===== config.mk =====
export PLATFORM = sky130hd
export DESIGN_NAME = uart_regs_fe
export DESIGN_NICKNAME = d
export VERILOG_FILES = /design/src/rtl/uart_regs_fe.sv
export SDC_FILE = /design/constraint.sdc
export NUM_CORES = 1
export LEC_CHECK = 0
export CAP_MARGIN = 20
export CORE_UTILIZATION = 25
export DETAILED_ROUTE_END_ITERATION = 6
export GPL_ROUTABILITY_DRIVEN = 0
export PLACE_DENSITY = 0.53
export SLEW_MARGIN = 20
export SYNTH_ARGS = -nofsm -noshare
export SYNTH_HDL_FRONTEND = slang
export SYNTH_SLANG_ARGS = --single-unit

===== constraint.sdc =====
create_clock -name clk -period 1.8 [get_ports clk]
set_input_delay 0.18 -clock clk [delete_from_list [all_inputs] [get_ports clk]]
set_output_delay 0.18 -clock clk [all_outputs]
set_load 0.01 [all_outputs]

===== src/rtl/uart_regs_fe.sv =====
`timescale 1ns/1ps
module uart_regs_fe #(
  parameter int ADDR_W = 12,
  parameter int DATA_W = 32,
  parameter int CTRL_W = 16,
  parameter int LCR_W  = 8,
  parameter int IBRD_W = 16,
  parameter int FBRD_W = 6,
  parameter int ILPR_W = 8,
  parameter int IFLS_W = 6,
  parameter int IRQ_W  = 11,
  parameter int DMAC_W = 3,
  parameter logic [CTRL_W-1:0] CTRL_RST = 'h300,
  parameter logic [IFLS_W-1:0] IFLS_RST = 'h12
) (
  input  logic              clk,
  input  logic              rst_n,
  input  logic              bus_sel,
  input  logic              bus_wr,
  input  logic [ADDR_W-1:0] bus_addr,
  input  logic [DATA_W-1:0] bus_wdata,
  output logic [DATA_W-1:0] bus_rdata,
  output logic              bus_err,
  output logic              tx_push,
  output logic [7:0]        tx_byte,
  output logic              rx_pop,
  input  logic [7:0]        rx_data,
  input  logic              rx_last,
  input  logic              rx_push,
  input  logic              tx_empty,
  input  logic              tx_full,
  input  logic              rx_empty,
  input  logic              rx_full,
  output logic              irq
);
  localparam int IDX_W   = ADDR_W - 2;
  localparam int ID_BASE = (1 << IDX_W) - 8;
  localparam int TX_BIT  = 5;
  localparam int RX_BIT  = 4;
  localparam logic [IDX_W-1:0] I_DATA = 0,  I_FLAG = 6,  I_ILPR = 8,  I_IBRD = 9,
                               I_FBRD = 10, I_LCR  = 11, I_CTRL = 12, I_IFLS = 13,
                               I_MASK = 14, I_RAW  = 15, I_MIS  = 16, I_ICLR = 17,
                               I_DMAC = 18;

  logic [CTRL_W-1:0] ctrl_q;
  logic [LCR_W-1:0]  lcr_q;
  logic [IBRD_W-1:0] ibrd_q;
  logic [FBRD_W-1:0] fbrd_q;
  logic [ILPR_W-1:0] ilpr_q;
  logic [IFLS_W-1:0] ifls_q;
  logic [IRQ_W-1:0]  mask_q, raw_q, raw_d, mis;
  logic [DMAC_W-1:0] dmac_q;
  logic              rd_ok, wr_ok;

  wire [IDX_W-1:0] idx  = bus_addr[ADDR_W-1:2];
  wire             wr_a = bus_sel & bus_wr;
  wire             rd_a = bus_sel & ~bus_wr;
  wire             id_win = (int'(idx) >= ID_BASE);

  function automatic logic [7:0] id_byte(input logic [2:0] k);
    case (k)
      3'd0: id_byte = 8'h11;
      3'd1: id_byte = 8'h10;
      3'd2: id_byte = 8'h14;
      3'd3: id_byte = 8'h00;
      3'd4: id_byte = 8'h0D;
      3'd5: id_byte = 8'hF0;
      3'd6: id_byte = 8'h05;
      default: id_byte = 8'hB1;
    endcase
  endfunction

  assign mis     = raw_q & mask_q;
  assign irq     = |mis;
  assign tx_push = wr_a && idx == I_DATA;
  assign tx_byte = bus_wdata[7:0];
  assign rx_pop  = rd_a && idx == I_DATA;

  always_comb begin
    bus_rdata = '0;
    rd_ok     = 1'b1;
    if (id_win) bus_rdata[7:0] = id_byte(idx[2:0]);
    else begin
      case (idx)
        I_DATA: bus_rdata[7:0] = rx_data;
        I_FLAG: bus_rdata[7:4] = {tx_empty, rx_full, tx_full, rx_empty};
        I_ILPR: bus_rdata[ILPR_W-1:0] = ilpr_q;
        I_IBRD: bus_rdata[IBRD_W-1:0] = ibrd_q;
        I_FBRD: bus_rdata[FBRD_W-1:0] = fbrd_q;
        I_LCR:  bus_rdata[LCR_W-1:0]  = lcr_q;
        I_CTRL: bus_rdata[CTRL_W-1:0] = ctrl_q;
        I_IFLS: bus_rdata[IFLS_W-1:0] = ifls_q;
        I_MASK: bus_rdata[IRQ_W-1:0]  = mask_q;
        I_RAW:  bus_rdata[IRQ_W-1:0]  = raw_q;
        I_MIS:  bus_rdata[IRQ_W-1:0]  = mis;
        I_DMAC: bus_rdata[DMAC_W-1:0] = dmac_q;
        default: rd_ok = 1'b0;
      endcase
    end
  end

  always_comb begin
    case (idx)
      I_DATA, I_ILPR, I_IBRD, I_FBRD, I_LCR, I_CTRL,
      I_IFLS, I_MASK, I_ICLR, I_DMAC: wr_ok = 1'b1;
      default: wr_ok = 1'b0;
    endcase
  end

  always_comb begin
    raw_d = raw_q;
    if (tx_push) raw_d[TX_BIT] = 1'b1;
    if (wr_a && idx == I_ICLR) raw_d = raw_d & ~bus_wdata[IRQ_W-1:0];
    if (rx_pop && rx_last) raw_d[RX_BIT] = 1'b0;
    if (rx_push) raw_d[RX_BIT] = 1'b1;
  end

  always_ff @(posedge clk or negedge rst_n) begin
    if (!rst_n) begin
      ctrl_q  <= CTRL_RST;
      ifls_q  <= IFLS_RST;
      lcr_q   <= '0;
      ibrd_q  <= '0;
      fbrd_q  <= '0;
      ilpr_q  <= '0;
      mask_q  <= '0;
      dmac_q  <= '0;
      raw_q   <= '0;
      bus_err <= 1'b0;
    end else begin
      raw_q   <= raw_d;
      bus_err <= bus_sel & ~(bus_wr ? wr_ok : rd_ok);
      if (wr_a) begin
        case (idx)
          I_ILPR: ilpr_q <= bus_wdata[ILPR_W-1:0];
          I_IBRD: ibrd_q <= bus_wdata[IBRD_W-1:0];
          I_FBRD: fbrd_q <= bus_wdata[FBRD_W-1:0];
          I_LCR:  lcr_q  <= bus_wdata[LCR_W-1:0];
          I_CTRL: ctrl_q <= bus_wdata[CTRL_W-1:0];
          I_IFLS: ifls_q <= bus_wdata[IFLS_W-1:0];
          I_MASK: mask_q <= bus_wdata[IRQ_W-1:0];
          I_DMAC: dmac_q <= bus_wdata[DMAC_W-1:0];
          default: ;
        endcase
      end
    end
  end
endmodule


==> metrics <==
status complete, but fails checks; violated checks setup timing; post-route clock period utilization 1.17; Post-synth EDFFs 0; TritonRoute pass-1 iters 4; PnR worst setup slack -0.303 ns; Worst Path Required 1.62 ns; core area 18,700 um^2; Final setup violation count 8; Top Usage Layer GRT met2; number of core rows 50; top_reg_cell synth dfrtp_1; die height 140 um; Yosys reg bits 86; WS Path Type reg2out; Simple-Gate Fraction of Synth Area 0.122; area added between synthesis and finish 51.6%; PD cells 646 nW/um^2; CTS buffer count 9; largest net degree at the start of global routing 37; main combinational cell family by area after synthesis multiplexers; Seq/Total Area, Yosys 0.452; DRC viols 0; Max-Cap Viols 0; yosys warns 0; Bufs on Longest Clock Path 2; Adder-Cell Fraction of Synth Area 0.0105; Synth Area in Compound Gates 0.133; RSZ-0062 raised after global routing true; mean post-synth cell area 11.5 um^2; Leak 3.44 nW; met3 global-route usage 0.0263; GR Util All Layers 0.163; HPWL Detailed 11.5 mm; antenna violations before repair 0; share of cells above drive strength 1 0.517; hold_ws 0.324 ns; drt via density 5.00; xor/xnor cell area share of the yosys netlist 0; CTS root buf clkbuf_16; Tmin final 2.10 ns; Final Core Density 0.386; routed via count 4,198; Slew Limit Fails 0; mux contribution to synthesized area 0.217; antenna cells 0; grt ovf 0; Worst Skew 0 ns; vias in the first global route 4,317; cell count after synthesis 416; post-synthesis cell area 4770 um^2; Reg clk slew, reported paths 0.06 ns; Routed Antenna Nets 0; DR WL/cell 18.7 um; met2 GRT Util 0.268; die width 140 um; nets 666; die area 19,600 um^2; Yosys cell types 56; final wirelength 15.7 mm; Register Area 2160 um^2; Post-synth ARST share 1.00; worst vdd ir 499 uV; Max Fclk 476 MHz; first-pass GRT wire length 24.5 mm; H-tree Lvls 3; M1 GR Usage 0.217; CTS tree done; Ports 106; Crit. End Element primary output; fill cell count 1,785; Port Buffers 71; worst-skew pair later-pin latency 0.34 ns; Hold WC Path Type in2async; initial drt markers 256; CTS sink cnt 86; CP arrival 1.92 ns; area occupied by multi-input gates 2650 um^2; Initial Utilization 0.255; CP Launch Type flop; crit path max fanout 2; Fin. Hold Viols 0
-- timing repair --
item,CTS,global route
pin swaps,32,25
setup buffers,9,9
hold endpoints to repair,27,0
endpoints found under the setup margin,105,40
resized for setup,151,33
hold buffers,1,0
-- worst paths after layout --
| path | to | slack (ns) | start | cells past startpoint |
|---|---|---|---|---|
| max in group asynchronous | ctrl_q[9] | 0.85 | rst_n | 3 |
| max | bus_rdata[2] | -0.30 | lcr_q[2] | 6 |
| min | ctrl_q[4] | 0.32 | rst_n | 2 |
| max reg2reg | mask_q[5] | 0.88 | mask_q[5] | 2 |
| min reg2reg | ctrl_q[4] | 0.50 | ctrl_q[4] | 1 |
| min in group clk | raw_q[4] | 0.42 | rx_push | 2 |
-- final cells by class --
cell class,instances,share of cell area
Multi-Input combinational cell,294,0.367
Clock inverter,4,0.0132
Clock buffer,12,0.0341
Inverter,7,0.00433
Tap cell,234,0.0405
Timing Repair Buffer,202,0.242
Sequential cell,86,0.298
-- routing by layer --
| layer | part of all wire | wire [um] |
|---|---|---|
| met5 | 0 | 0 |
| met4 | 0.028 | 438 |
| met3 | 0.056 | 876 |
| met2 | 0.48 | 7480 |
| met1 | 0.44 | 6920 |
-- report_power, final --
part / total, mW / leakage, nW / internal (mW) / switching, mW
Combinational: 0.564 / 2.09 / 0.274 / 0.290
Clock: 2.15 / 0.167 / 1.39 / 0.757
Sequential: 1.96 / 1.18 / 1.95 / 0.00885
Total: 4.67 / 3.44 / 3.62 / 1.06
-- state kept, by name, summed over array words and instances (netlist names), 3 cells and up --
register / cells
ifls_q: 6
ilpr_q: 8
dmac_q: 3
lcr_q: 8
fbrd_q: 6
ctrl_q: 16
raw_q: 11
mask_q: 11
ibrd_q: 16
-- per-stage QoR --
| stage | area [um^2] | setup TNS (ns) | instances | power [mW] | worst slack, ns |
|---|---|---|---|---|---|
| 4_1_cts | 7080 | -0.728 | 830 | 4.67 | -0.281 |
| 3_3_place_gp | 6480 | -73.35 | 807 | 2.49 | -1.02 |
| 2_1_floorplan | 4830 | -0.109 | 431 | 2.18 | -0.0273 |
| 3_5_place_dp | 6480 | -75.10 | 807 | 2.50 | -1.01 |
| 5_1_grt | 7230 | -1.02 | 839 | 4.83 | -0.361 |
| 6_report | 7230 | -0.556 | 839 | 4.67 | -0.303 |
-- worst max-delay path: stages, from the launching register on --
cell and delay, ns:
dfrtp_1 0.38, mux2_4 0.27, a222oi_1 0.37, nor2_1 0.07, a31oi_1 0.19, o2111ai_2 0.14, buf_2 0.17
-- Yosys cell counts (6+ instances only) --
cell,n,area share
o21ai_0,14,0.015
a21boi_0,9,0.014
a22o_1,6,0.011
nand3_1,16,0.017
a31oi_1,8,0.010
clkbuf_1,12,0.0094
o22ai_1,6,0.0079
mux2_4,7,0.022
a21oi_1,9,0.0094
dfrtp_1,82,0.43
nor2_1,14,0.011
buf_4,24,0.038
a22oi_1,13,0.020
nor2b_1,8,0.010
inv_1,7,0.0055
nand2_1,21,0.017
mux2_2,78,0.18
-- layout by cell type, fill, tap and decap left out, types with 3 or more instances in the layout --
cell type	instances
buf_6	12
mux2_4	12
o21ai_2	3
nor3_2	3
o21ai_0	8
buf_2	12
a22oi_1	5
a222oi_1	4
bufinv_16	3
a221oi_2	3
mux2i_1	5
nand2_1	18
nor2_4	4
nand3_2	3
dlygate4sd2_1	5
conb_1	16
a21oi_1	8
inv_1	5
o21ai_1	3
buf_12	7
buf_4	116
clkdlybuf4s50_1	41
nor2b_1	6
clkbuf_16	9
and3_4	3
dfrtp_1	82
a22o_1	6
nor2_1	11
a21boi_0	9
dfstp_2	4
o22ai_1	5
a31oi_1	8
nand3_1	15
nand4_1	5
a22oi_2	8
mux2_2	73
ha_4	4
-- cell families after synthesis --
| kind of cell | count (synthesis) |
|---|---|
| fa+ha+maj | 4 |
| mux | 90 |
| buf+inv | 51 |
| flops | 86 |
| compound gates | 89 |
| other cells | 1 |
| simple gates | 95 |
(Power assumes the default switching activity.)
